File: config.mk
export PLATFORM = sky130hd
export DESIGN_NAME = sar2_ctrl
export DESIGN_NICKNAME = d
export VERILOG_FILES = /design/src/rtl/sar2_pkg.sv /design/src/rtl/sar2_edge.sv /design/src/rtl/sar2_dwell.sv /design/src/rtl/sar2_seq.sv /design/src/rtl/sar2_ctrl.sv
export SDC_FILE = /design/constraint.sdc
export NUM_CORES = 1
export LEC_CHECK = 0
export ABC_AREA = 1
export BUFFER_PORTS_ARGS = -buffer_cell sky130_fd_sc_hd__buf_2
export CAP_MARGIN = 5
export CELL_PAD_IN_SITES_DETAIL_PLACEMENT = 1
export CELL_PAD_IN_SITES_GLOBAL_PLACEMENT = 1
export CORE_MARGIN = 2
export CORE_UTILIZATION = 41
export DETAILED_ROUTE_END_ITERATION = 6
export PLACE_DENSITY_LB_ADDON = 0.1
export SYNTH_ARGS = -nofsm -noshare
export SYNTH_HDL_FRONTEND = slang
export SYNTH_SLANG_ARGS = --single-unit
export TNS_END_PERCENT = 20
File: constraint.sdc
create_clock -name clk_i -period 2.1 [get_ports clk_i]
set_input_delay 0.21 -clock clk_i [delete_from_list [all_inputs] [get_ports clk_i]]
set_output_delay 0.21 -clock clk_i [all_outputs]
set_load 0.005 [all_outputs]
File: src/rtl/sar2_pkg.sv
package sar2_pkg;
  typedef enum logic [1:0] {
    ST_IDLE = 2'd0,
    ST_RUN  = 2'd1,
    ST_DONE = 2'd2
  } sar2_state_e;
endpackage

File: src/rtl/sar2_edge.sv
module sar2_edge (
  input  logic clk_i,
  input  logic rst_ni,
  input  logic lvl_i,
  output logic rise_o
);
  logic lvl_q;

  always_ff @(posedge clk_i or negedge rst_ni) begin
    if (!rst_ni) lvl_q <= 1'b0;
    else         lvl_q <= lvl_i;
  end

  assign rise_o = lvl_i & ~lvl_q;
endmodule

File: src/rtl/sar2_dwell.sv
module sar2_dwell #(
  parameter int SLOW_DWELL = 8,
  parameter int FAST_DWELL = 3
) (
  input  logic clk_i,
  input  logic rst_ni,
  input  logic load_i,
  input  logic slow_i,
  input  logic run_i,
  output logic expire_o
);
  localparam int CNT_W = (SLOW_DWELL > 1) ? $clog2(SLOW_DWELL) : 1;
  localparam logic [CNT_W-1:0] SLOW_LD = CNT_W'(SLOW_DWELL - 1);
  localparam logic [CNT_W-1:0] FAST_LD = CNT_W'(FAST_DWELL - 1);

  logic [CNT_W-1:0] cnt_q;

  always_ff @(posedge clk_i or negedge rst_ni) begin
    if (!rst_ni)                  cnt_q <= '0;
    else if (load_i)              cnt_q <= slow_i ? SLOW_LD : FAST_LD;
    else if (run_i && cnt_q != 0) cnt_q <= cnt_q - 1'b1;
  end

  assign expire_o = run_i && (cnt_q == '0);
endmodule

File: src/rtl/sar2_seq.sv
module sar2_seq
  import sar2_pkg::*;
#(
  parameter int WIDTH     = 12,
  parameter int SLOW_BITS = 3
) (
  input  logic             clk_i,
  input  logic             rst_ni,
  input  logic             rise_i,
  input  logic             expire_i,
  input  logic             cmp_i,
  output logic             load_o,
  output logic             slow_o,
  output logic             run_o,
  output logic [WIDTH-1:0] code_o,
  output logic [WIDTH-1:0] result_o,
  output logic             done_o,
  output logic             ser_data_o,
  output logic             ser_strobe_o
);
  localparam int IDX_W = $clog2(WIDTH);
  localparam logic [IDX_W-1:0] IDX_TOP = IDX_W'(WIDTH - 1);
  localparam logic [IDX_W:0]   TRIALS  = (IDX_W+1)'(WIDTH);
  localparam logic [IDX_W:0]   SLOW_N  = (IDX_W+1)'(SLOW_BITS);
  localparam logic [WIDTH-1:0] MSB_SET = {1'b1, {(WIDTH-1){1'b0}}};

  sar2_state_e      state_q;
  logic [IDX_W-1:0] idx_q;
  logic [WIDTH-1:0] code_q, result_q, next_code;
  logic             done_q, ser_d_q, ser_s_q;
  logic             accept, decide, last;
  logic [IDX_W-1:0] idx_m1;
  logic [IDX_W:0]   trial_next;

  assign accept     = rise_i && (state_q != ST_RUN);
  assign decide     = (state_q == ST_RUN) && expire_i;
  assign last       = (idx_q == '0);
  assign idx_m1     = idx_q - 1'b1;
  assign trial_next = TRIALS - {1'b0, idx_q};

  always_comb begin
    next_code         = code_q;
    next_code[idx_q]  = cmp_i;
    if (!last) next_code[idx_m1] = 1'b1;
  end

  // timer reload: at start, and after each non-final decision
  assign load_o = accept || (decide && !last);
  assign slow_o = accept || (trial_next < SLOW_N);
  assign run_o  = (state_q == ST_RUN);

  always_ff @(posedge clk_i or negedge rst_ni) begin
    if (!rst_ni) begin
      state_q  <= ST_IDLE;
      idx_q    <= '0;
      code_q   <= '0;
      result_q <= '0;
      done_q   <= 1'b0;
      ser_d_q  <= 1'b0;
      ser_s_q  <= 1'b0;
    end else begin
      ser_s_q <= 1'b0;
      if (accept) begin
        state_q <= ST_RUN;
        idx_q   <= IDX_TOP;
        code_q  <= MSB_SET;
        done_q  <= 1'b0;
      end else if (decide) begin
        code_q  <= next_code;
        ser_d_q <= cmp_i;
        ser_s_q <= 1'b1;
        if (last) begin
          state_q  <= ST_DONE;
          done_q   <= 1'b1;
          result_q <= next_code;
        end else begin
          idx_q <= idx_m1;
        end
      end
    end
  end

  assign code_o       = code_q;
  assign result_o     = result_q;
  assign done_o       = done_q;
  assign ser_data_o   = ser_d_q;
  assign ser_strobe_o = ser_s_q;
endmodule

File: src/rtl/sar2_ctrl.sv
module sar2_ctrl #(
  parameter int WIDTH      = 12,
  parameter int SLOW_BITS  = 3,
  parameter int SLOW_DWELL = 8,
  parameter int FAST_DWELL = 3
) (
  input  logic             clk_i,
  input  logic             rst_ni,
  input  logic             start_i,
  input  logic             cmp_i,
  output logic [WIDTH-1:0] dac_o,
  output logic [WIDTH-1:0] result_o,
  output logic             done_o,
  output logic             ser_data_o,
  output logic             ser_strobe_o
);
  initial begin
    if (SLOW_DWELL <= FAST_DWELL) $error("SLOW_DWELL must exceed FAST_DWELL");
    if (FAST_DWELL < 2)           $error("FAST_DWELL must be at least 2");
    if (SLOW_BITS < 1 || SLOW_BITS > WIDTH) $error("SLOW_BITS out of range");
  end

  logic rise, load, slow, run, expire;

  sar2_edge u_edge (
    .clk_i  (clk_i),
    .rst_ni (rst_ni),
    .lvl_i  (start_i),
    .rise_o (rise)
  );

  sar2_dwell #(
    .SLOW_DWELL (SLOW_DWELL),
    .FAST_DWELL (FAST_DWELL)
  ) u_dwell (
    .clk_i    (clk_i),
    .rst_ni   (rst_ni),
    .load_i   (load),
    .slow_i   (slow),
    .run_i    (run),
    .expire_o (expire)
  );

  sar2_seq #(
    .WIDTH     (WIDTH),
    .SLOW_BITS (SLOW_BITS)
  ) u_seq (
    .clk_i        (clk_i),
    .rst_ni       (rst_ni),
    .rise_i       (rise),
    .expire_i     (expire),
    .cmp_i        (cmp_i),
    .load_o       (load),
    .slow_o       (slow),
    .run_o        (run),
    .code_o       (dac_o),
    .result_o     (result_o),
    .done_o       (done_o),
    .ser_data_o   (ser_data_o),
    .ser_strobe_o (ser_strobe_o)
  );
endmodule

# Word level (Yosys, flattened, before mapping)
# Index checks and enable logic that the tools add are counted.
# totals
register_bits	37
latch_bits	0
mem_bits_rw	0
mem_bits_ro	0
inputBits	4
out_inout_bits	27
word_cells	66
memories	0
# op_classes
add_sub_neg	3
multipliers	0
div	0
n_lt_le_gt_ge	5
n_eq_ne	3
shift	0
muxes	22
bitwise_logic	4
n_reduce_logical	20
# ops
operator	n
12-bit 2-to-1 mux	3
12-bit bitwise mux	1
4-bit 2-to-1 mux	3
12-bit OR	1
4-bit by 5-bit less-than comparator with 1-bit output (second input constant)	2
3-bit 2-to-1 mux	3
1-bit demux with 4-bit select	2
4-bit by 1-bit >= comparator with 1-bit output (second input constant)	2
1-bit logical AND	7
1-bit 2-to-1 mux	7
2-bit 2-to-1 mux	3
2-bit AND reduction	3
2-bit nonzero test	3
5-bit by 2-bit less-than comparator with 1-bit output (second input constant)	1
4-bit by 4-bit subtractor with 5-bit output (first input constant)	1
4-bit logical NOT	1
2-bit by 1-bit != test with 1-bit output (second input constant)	2
4-bit by 1-bit subtractor with 4-bit output (second input constant)	1
3-bit logical NOT	1
3-bit AND reduction	1
3-bit nonzero test	1
3-bit by 1-bit subtractor with 3-bit output (second input constant)	1
2-bit by 1-bit equality test with 1-bit output (second input constant)	1
1-bit logical OR	2
other kinds (3)	4

# Longest topological paths before layout
# Gate-level depths: netlist (run 1).
# depth
depth_word	9
mapped_depth	10
ltp_nobuf	10

# By module
# A second synthesis (run 1) with hierarchy kept.
# hier_totals
cells_unflattened	273
area_unflattened_um2	2028.2
# by_module_without_submodules
module	instances	cells_each	area_per_inst_um2	seq_area_each_um2
sar2_seq	1	240	1783.0	800.8
sar2_dwell	1	30	210.2	75.1
sar2_edge	1	3	35.0	25.0

# Worst setup path before layout (run 1)
# Ideal clock, no wire load.
# synth_timing
path_type	register to register
start	register u_seq.idx_q[0]
end	register u_dwell.cnt_q[2]
arrival_ns	1.381
t_required_ns	1.982
slack_ns	0.601
path_stages_with_launch	11
path_buffers	1
synth_period_minus_slack_ns	1.499
path_cell_list	dfrtp_1 inv_1 ha_1 buf_2 nand2_1 nand2_2 a21oi_1 nand2_1 nand2_1 nand2_1 nand2_1
# synth_via
elab_chain_cells	5
elab_cells_between_ends	10
cone_classes	add/sub: 1; order compare: 1; mux: 2; reduce/logical: 6
# synth_lines
item	line_no	rtl
start: declaration	sar2_seq.sv:28	logic [IDX_W-1:0] idx_q;
start signal: assignment	sar2_seq.sv:77	idx_q <= idx_m1;
4-bit by 4-bit subtractor with 5-bit output / 4-bit logical NOT (equally long branches)	sar2_seq.sv:39, sar2_seq.sv:37	
5-bit by 2-bit less-than comparator with 1-bit output / 1-bit logical NOT (equally long branches)	--	
1-bit logical OR / 1-bit logical AND (equally long branches)	sar2_seq.sv:49, sar2_seq.sv:48	
3-bit 2-to-1 mux / 1-bit logical OR (equally long branches)	sar2_dwell.sv:20, sar2_seq.sv:48	
3-bit 2-to-1 mux / 2-bit nonzero test (equally long branches)	--	
end signal: assignment	sar2_dwell.sv:20	else if (load_i) cnt_q <= slow_i ? SLOW_LD : FAST_LD;
end signal: assignment	sar2_dwell.sv:21	else if (run_i && cnt_q != 0) cnt_q <= cnt_q - 1'b1;
end: declaration	sar2_dwell.sv:16	logic [CNT_W-1:0] cnt_q;
# Several ways; a longest one is shown, not always the timed one.
# A chain may end at the register's enable or synchronous reset.

# Worst setup path in the final report (run 1)
# layout_timing
start	register u_seq.idx_q[0]
end	register u_seq.result_q[1], in the netlist u_seq.result_o[1]
# layout_via
elab_chain_cells	7
elab_cells_between_ends	16
cone_classes	add/sub: 1; order compare: 4; mux: 6; bitwise: 1; reduce/logical: 4
# layout_lines
item	line_no	rtl
4-bit by 1-bit subtractor with 4-bit output, or another cell as far along	sar2_seq.sv:38	assign idx_m1 = idx_q - 1'b1;
4-bit by 5-bit less-than comparator with 1-bit output (not written as such), or another cell as far along	sar2_seq.sv:44	if (!last) next_code[idx_m1] = 1'b1;
1-bit logical AND (not written as such) / 1-bit 2-to-1 mux (equally long branches)	sar2_seq.sv:44, sar2_seq.sv:43	
1-bit 2-to-1 mux (not written as such) / 1-bit demux with 4-bit select (equally long branches)	--	
1-bit demux with 4-bit select / 12-bit bitwise mux (equally long branches)	--	
12-bit OR (no source line)	--	
12-bit 2-to-1 mux	sar2_seq.sv:44	
end signal: assignment	sar2_seq.sv:75	result_q <= next_code;
end: declaration	sar2_seq.sv:29	logic [WIDTH-1:0] code_q, result_q, next_code;
# Several ways; a longest one is shown, not always the timed one.

==> run summary, run 1 <==
GR Overflow Total: 0
Cell Rows: 25
CP Capture Type: register
Largest net degree at the start of global routing: 37
Layout Skew: 8.30 ps
DRC viols: 0
Vias in the first global route: 1814
Initial DRC count: 69
Placed inst area: 2170 um2
Pre-CTS setup slack: 260 ps
Crit path max fanout: 12
I/O pins: 31
Core area: 4690 um2
PnR worst setup slack: 183 ps
GPL Wtd Cong: 0.884
Setup TNS: 0 ps
Slew Viols, Final: 0
Hold Path Class: in2async
Final setup vio count: 0
I/O Buffers: 30
Post-CTS resize count: 0
Register area share after synthesis: 0.455
DR vias: 1746
Setup bufs post-CTS: 0
Final HPWL DP: 3.84 mm
Share of post-route cells with drive strength above 1: 0.177
Startpoint Class: register
Global-route wire length before repair: 8.95 mm
Placed Cells: 346
CP arrival: 2090 ps
CP required: 2270 ps
Synth Cell Area: 1980 um2
RSZ-0062 raised after global routing: false
Total power: 3.56 mW
DRT antenna net count: 0
Tmin final: 1920 ps
Cell area power density: 1570 nW/um2
Clk sinks: 36
Die span in y: 73.5 um
Die ar.: 5410 um2
Yosys warns: 0
Synth cell types: 21
Final instance area: 2270 um2
Register bit count reported by yosys: 36
Reg2Reg Depth: 9
Die Width: 73.5 um
Status: complete, no violations
Final period util: 0.913
Num CTS Buffers: 5
Starting Density: 0.422
# diodes: 0
Max-cap violation count: 0
Syn nets: 279
Clk_lat worst skew: 290 ps
CTS root buf: clkbuf_8
Layout Cells excl Fill: 353
Area Growth Syn to Fin: 14.5%
Leakage power: 1.25 nW
Setup CP Type: reg2reg
Utilization after layout: 0.483
CTS Hold Bufs: 0
Worst slew pin tran: 811 ps
Rel. slew slack: 0.460
Longest Clk Path Bufs: 2
WL final: 5.14 mm
Antenna violations before repair: 0
Reg clk slew, reported paths: 70 ps
Syn_area_per_cell: 7.42 um2
GRT Overall Usage: 0.218
H-tree depth: 2
First drt pass iteration count: 4
CTS tree: yes
Final #Nets: 311
Worst vdd ir: 0.563 mV
Vias/cell: 4.95
DR WL/cell: 14.5 um
Synth Instances: 267
Hold slack: 8.21 ps
Fmax: 522 MHz
Final hold violations: 0
area by class of cell:
class | count | area (um2)
Clock buffer | 7 | 96.3
Multi-Input combinational cell | 194 | 925
Timing Repair Buffer | 31 | 158
Tap cell | 54 | 67.6
Fill cell | 619 | 2420
Sequential cell | 36 | 901
Inverter | 31 | 121
state kept, by name, summed over array words and instances (netlist names):
signal / flops
u_seq.ser_data_o: 1
u_dwell.cnt_q: 3
u_seq.idx_q: 4
u_edge.lvl_q: 1
u_seq.code_o: 12
u_seq.ser_strobe_o: 1
u_seq.result_o: 12
u_seq.state_q: 2
synthesized netlist by cell type, drive strengths merged:
master,n,area share
ha,8,0.051
nor2,13,0.036
a21oi,6,0.015
dfrtp,36,0.45
nand3,14,0.035
nand4,6,0.019
a22oi,1,0.0038
buf,5,0.016
clkbuf,1,0.0019
inv,31,0.061
nand2,127,0.25
o211ai,3,0.011
o21ai,16,0.042
where the power goes:
part	leakage (nW)	internal [mW]	switching, mW
Combinational	0.773	0.644	1.16
Clock	0.0503	0.292	0.241
Sequential	0.426	0.992	0.225
Total	1.25	1.93	1.63
worst max-delay path, stage by stage (launching register included):
cell and delay (ps):
dfrtp_1 440, inv_1 170, ha_1 470, inv_1 110, nand2_1 80, nand2_1 140
nand4_1 140, nand2_1 110, nand2_1 80, nand2_1 50
cell families (layout without fill, tap and decap cells):
group           count (synthesis)  in the layout  share of synthesized area
compound gates                 26             26                     0.0726
fa+ha+maj                       8              8                     0.0505
buf+inv                        37             69                     0.0789
flops                          36             36                      0.455
simple gates                  160            160                      0.343
final timing paths:
check,startpoint,endpoint,slack (ps)
setup / recovery,u_seq.idx_q[0],u_seq.result_o[1],180
hold / removal,rst_ni,u_edge.lvl_q,8
setup reg to reg,u_seq.idx_q[0],u_seq.result_o[1],180
hold reg to reg,u_seq.result_o[6],u_seq.result_o[6],480
max in group asynchronous,rst_ni,u_seq.ser_data_o,1570
min in group clk_i,start_i,u_edge.lvl_q,40
cells in the final DEF (no fill, tap or decap), drive strengths merged:
cell and n:
nand2 127, o21ai 16, inv 31, o211ai 3, buf 31, nand4 6
nor2 13, a21oi 6, clkbuf 7, nand3 14, ha 8, dfrtp 36
a22oi 1
metal layers:
layer,global-route usage,vias up,routed length [um]
met3,0.0425,6,167
met2,0.338,25,2320
met1,0.311,826,2590
met5,0,-,0
met4,0.0545,0,60
li1,-,889,-
Note: power is estimated with default switching activity, not from simulation.
==> run 2, diff against run 1 <==
--- a/config.mk
+++ b/config.mk
@@ -13,6 +13,7 @@
 export CORE_MARGIN = 2
 export CORE_UTILIZATION = 41
 export DETAILED_ROUTE_END_ITERATION = 6
+export MAX_ROUTING_LAYER = met4
 export PLACE_DENSITY_LB_ADDON = 0.1
 export SYNTH_ARGS = -nofsm -noshare
 export SYNTH_HDL_FRONTEND = slang
==> constraint.sdc (replaced) <==
create_clock -name clk_i -period 2.1 [get_ports clk_i]
set_input_delay 0.21 -clock clk_i [delete_from_list [all_inputs] [get_ports clk_i]]
set_output_delay 0.21 -clock clk_i [all_outputs]
set_load 0.01 [all_outputs]
==> run 2 against run 1 <==
Compared with the run above:
- largest cell class unchanged
- wire length barely moved
- combinational power rose by 5%
- cell count did not move
- critical endpoint unchanged
- non-clock buffer count did not move
- highest routed layer unchanged
- sequential share of layout area did not move
- clock power barely moved
==> run summary, run 2 (same netlist as run 1, synthesis figures left out) <==
Max-cap violation count: 0 (unchanged)
Core area: 4690 um2 (unchanged)
Crit path cell chain: inv_1, ha_1, inv_1, nand2_1, nand2_1, nand4_1, nand2_1, nand2_1, nand2_1
I/O Buffers: 30 (unchanged)
CP required: 2270 ps (about the same)
Placed Cells: 346 (unchanged)
Antenna violations before repair: 0 (unchanged)
RSZ-0062 raised after global routing: false
CTS Hold Bufs: 0 (unchanged)
GR Overflow Total: 0 (unchanged)
Share of post-route cells with drive strength above 1: 0.177 (unchanged)
Final #Nets: 311 (unchanged)
DR vias: 1750 (+0.23%)
Delay of the slowest critical-path stage: 470 ps (about the same)
Die span in y: 73.5 um (unchanged)
Met2 wire length: 2.33 mm (+0.22%)
Num CTS Buffers: 5 (unchanged)
Area of the multi-input gates: 925 um2 (unchanged)
Most frequent CP cell: nand2_1
Final setup vio count: 0 (unchanged)
Reg clk slew, reported paths: 70 ps (about the same)
Cell Rows: 25 (unchanged)
Vias/cell: 4.96 (+0.23%)
Fillers: 619 (unchanged)
Initial DRC count: 88 (+28%)
Leakage power: 1.25 nW (unchanged)
Status: complete, no violations
# diodes: 0 (unchanged)
Crit path max fanout: 12 (unchanged)
DRT antenna net count: 0 (unchanged)
Startpoint Class: register
Worst path slowest cell: ha_1
Final hold violations: 0 (unchanged)
Worst slew pin tran: 819 ps (+8.27 ps)
Setup bufs post-CTS: 0 (unchanged)
WL met3: 141 um (-16%)
GPL Wtd Cong: 0.899 (+1.7%)
Global-route wire length before repair: 8.94 mm (about the same)
CP startpoint: u_seq.idx_q[0]
Layout Skew: 8.39 ps (+0.0899 ps)
Most frequent cells in the layout: nand2_1, dfrtp_1, buf_2, inv_1, nand3_1
Fmax: 521 MHz (-0.16%)
Starting Density: 0.422 (unchanged)
CP Capture Type: register
Final HPWL DP: 3.84 mm (unchanged)
Final period util: 0.914 (+0.00147)
Top Metal Used: met4
Rel. slew slack: 0.454 (-0.00551)
Slew Viols, Final: 0 (unchanged)
CTS root buf: clkbuf_8
Longest Clk Path Bufs: 2 (unchanged)
Wire length on met1: 2.62 mm (+1.1%)
Die Width: 73.5 um (unchanged)
DR WL/cell: 14.6 um (about the same)
Area Growth Syn to Fin: 14.5% (unchanged)
Worst vdd ir: 0.580 mV (+3.0%)
Clk sinks: 36 (unchanged)
Cell area power density: 1610 nW/um2 (+2.5%)
Hold Path Class: in2async
Placed inst area: 2170 um2 (unchanged)
Worst R2R Start: u_seq.idx_q[0]
Final instance area: 2270 um2 (unchanged)
Most common cell after layout, fill and taps aside: nand2_1
CP arrival: 2090 ps (about the same)
Clk_lat worst skew: 290 ps (about the same)
Tmin final: 1920 ps (+3.09 ps)
Post-CTS resize count: 0 (unchanged)
GRT Overall Usage: 0.224 (+0.00635)
I/O pins: 31 (unchanged)
H-tree depth: 2 (unchanged)
Storage cell area: 901 um2 (unchanged)
Die ar.: 5410 um2 (unchanged)
Setup TNS: 0 ps (unchanged)
WL final: 5.14 mm (about the same)
Setup CP Type: reg2reg
Layout Cells excl Fill: 353 (unchanged)
Largest net degree at the start of global routing: 37 (unchanged)
Vias in the first global route: 1815 (+0.055%)
DRC viols: 0 (unchanged)
First drt pass iteration count: 4 (unchanged)
CTS tree: yes
[run 2: cell counts in the layout (fill, tap and decap cells not counted)]
Identical to the previous run, type by type.
[run 2: worst paths after layout]
| path | end | slack, ps | cells after the start |
|---|---|---|---|
| hold / removal | u_edge.lvl_q | 10 | 1 |
| hold reg to reg | u_seq.result_o[6] | 480 | 2 |
| setup reg to reg | u_seq.result_o[1] | 180 | 9 |
| setup / recovery | u_seq.result_o[1] | 180 | 9 |
| max in group asynchronous | u_seq.ser_data_o | 1560 | 1 |
| min in group clk_i | u_edge.lvl_q | 40 | 1 |
[run 2: stage by stage]
stage / hold slack (ps) / util / total power [mW] / setup slack (ps)
3_3_place_gp: 334 / 0.463 / 3.09 / 317
5_1_grt: 43.9 / 0.483 / 4.04 / 8.69
4_1_cts: 35.6 / 0.483 / 3.71 / 193
6_report: 11.4 / 0.483 / 3.65 / 180
3_5_place_dp: 338 / 0.463 / 3.13 / 260
2_1_floorplan: -85.6 / - / 2.51 / 601
[run 2: area by class of cell]
cell class / count / area share
Multi-Input combinational cell: 194 / 0.408
Timing Repair Buffer: 31 / 0.0695
Sequential cell: 36 / 0.397
Tap cell: 54 / 0.0298
Inverter: 31 / 0.0535
Clock buffer: 7 / 0.0425
[run 2: power breakdown]
part           total (mW)  internal [mW]  switching [mW]
Combinational        1.90          0.649            1.25
Clock               0.533          0.292           0.241
Sequential           1.22          0.992           0.226
Total                3.65           1.93            1.72
[run 2: worst max-delay path: cells and delay by family (launching register included)]
family	cells	cell delay [ps]
adders and majority gates	1	470
DFF	1	450
buffers and inverters	2	280
and+or+nand+nor	6	600
[run 2: metal layers]
metal | vias to the layer above | global-route usage
li1 | 889 | -
met1 | 832 | 0.314
met2 | 23 | 0.338
met3 | 6 | 0.0370
met4 | 0 | 0.0545
met5 | - | -
==> run 3, diff against run 2 <==
--- a/config.mk
+++ b/config.mk
@@ -14,7 +14,7 @@
 export CORE_UTILIZATION = 41
 export DETAILED_ROUTE_END_ITERATION = 6
 export MAX_ROUTING_LAYER = met4
-export PLACE_DENSITY_LB_ADDON = 0.1
+export PLACE_DENSITY = 0.78
 export SYNTH_ARGS = -nofsm -noshare
 export SYNTH_HDL_FRONTEND = slang
 export SYNTH_SLANG_ARGS = --single-unit
==> run 3 against run 2 <==
Compared with the run above:
- the flow now finishes with violations (negative hold slack)
- global-route usage shrank 0.63 points
- via count up 2.8%
- non-clock buffer count did not move
- worst hold slack got worse by 15 ps
- count of clock-buffer cells in the layout stayed put
- clock skew shrank 4.8 ps
- worst setup slack improved by 64 ps
- sequential share of layout area stayed put
- final area did not move
- largest cell class unchanged
==> run summary, run 3 (same netlist as run 1, synthesis figures left out) <==
Die ar.: 5410 um2 (unchanged)
GR Overflow Total: 0 (unchanged)
I/O Buffers: 30 (unchanged)
Layout Cells excl Fill: 353 (unchanged)
Num CTS Buffers: 5 (unchanged)
Startpoint Class: register
Rel. slew slack: 0.475 (+0.0206)
Setup CP Type: reg2reg
Reg clk slew, reported paths: 70 ps (about the same)
Cell area power density: 1610 nW/um2 (-0.16%)
Utilization after layout: 0.483 (unchanged)
DRT antenna net count: 0 (unchanged)
Share of post-route cells with drive strength above 1: 0.177 (unchanged)
Clk sinks: 36 (unchanged)
First drt pass iteration count: 4 (unchanged)
Most frequent cells in the layout: nand2_1, dfrtp_1, buf_2, inv_1, nand3_1
Global-route wire length before repair: 8.70 mm (-2.7%)
H-tree depth: 2 (unchanged)
CTS Hold Bufs: 0 (unchanged)
Total power: 3.64 mW (-0.16%)
RSZ-0062 raised after global routing: false
CP arrival: 2020 ps (-70 ps)
Vias/cell: 5.10 (+2.8%)
Worst slew pin tran: 788 ps (-30.9 ps)
Hold Path Class: in2async
CP required: 2260 ps (about the same)
Vias in the first global route: 1829 (+0.77%)
Antenna violations before repair: 0 (unchanged)
CP Capture Type: register
Final HPWL DP: 3.63 mm (-5.4%)
Tmin final: 1860 ps (-64.2 ps)
Fmax: 539 MHz (+3.5%)
DRC viols: 0 (unchanged)
Most common cell after layout, fill and taps aside: nand2_1
Met2 global-route usage: 0.344 (+0.00595)
GPL Wtd Cong: 0.906 (+0.82%)
Clk_lat worst skew: 290 ps (about the same)
Die Width: 73.5 um (unchanged)
Final setup vio count: 0 (unchanged)
Die span in y: 73.5 um (unchanged)
DR WL/cell: 14.3 um (-2.0%)
Hold slack: -3.43 ps (-14.9 ps)
Met3 Use GR: 0.0439 (+0.00686)
Leakage power: 1.25 nW (unchanged)
Final #Nets: 311 (unchanged)
Failing checks: negative hold slack
Placed Cells: 346 (unchanged)
Core area: 4690 um2 (unchanged)
Crit path max fanout: 14 (+2)
Largest net degree at the start of global routing: 37 (unchanged)
Gr busiest metal: met2
Final hold violations: 8 (+8)
DR vias: 1799 (+2.8%)
CTS tree: yes
# diodes: 0 (unchanged)
CTS root buf: clkbuf_8
Longest Clk Path Bufs: 2 (unchanged)
Grt met1 use: 0.280 (-0.0348)
Worst vdd ir: 0.638 mV (+10%)
Max-cap violation count: 0 (unchanged)
Initial DRC count: 52 (-41%)
WL final: 5.04 mm (-2.0%)
Area Growth Syn to Fin: 14.5% (unchanged)
Starting Density: 0.422 (unchanged)
Post-CTS resize count: 0 (unchanged)
Slew Viols, Final: 0 (unchanged)
Final period util: 0.884 (-0.0306)
GRT Overall Usage: 0.218 (-0.00626)
Setup bufs post-CTS: 0 (unchanged)
Cell Rows: 25 (unchanged)
Setup TNS: 0 ps (unchanged)
Status: finished with violations
I/O pins: 31 (unchanged)
Layout Skew: 3.56 ps (-4.84 ps)
## run 3: final timing paths
| kind | start | cells after the start | slack, ps | endpoint |
|---|---|---|---|---|
| setup / recovery | u_seq.idx_q[0] | 7 | 240 | u_seq.state_q[0] |
| hold reg to reg | u_seq.result_o[1] | 2 | 470 | u_seq.result_o[1] |
| setup reg to reg | u_seq.idx_q[0] | 7 | 240 | u_seq.state_q[0] |
| hold / removal | rst_ni | 1 | -3 | u_seq.idx_q[2] |
| max in group asynchronous | rst_ni | 1 | 1600 | u_seq.idx_q[0] |
| min in group clk_i | start_i | 1 | 40 | u_edge.lvl_q |
## run 3: per-stage QoR
stage	instance area, um2	worst slack [ps]
global route	2270	74.0
CTS	2270	237
global placement	2170	305
floorplan	1980	601
finish	2270	244
detailed placement	2170	255
## run 3: final cells by class
cell class              instances  area, um2
clock buffers                   7       96.3
repair buffers                 31        158
flip-flops and latches         36        901
multi-input cells             194        925
well taps                      54       67.6
inverters                      31        121
fillers                       617       2420
## run 3: critical path, stage by stage (launching register included)
cell and delay [ps]:
dfrtp_1 440, inv_1 170, ha_1 460, nand2_4 130
inv_4 110, nand2_4 130, inv_4 180, o21ai_0 100
## run 3: layer usage
metal,vias to the layer above,share of wire
li1,891,-
met5,-,0
met2,38,0.47
met3,11,0.037
met4,0,0.020
met1,859,0.48
## run 3: power by group
part	internal, mW	leakage, nW	switching (mW)
combinational	0.646	0.773	1.24
clock	0.292	0.0503	0.247
sequential	0.992	0.426	0.228
total	1.93	1.25	1.71
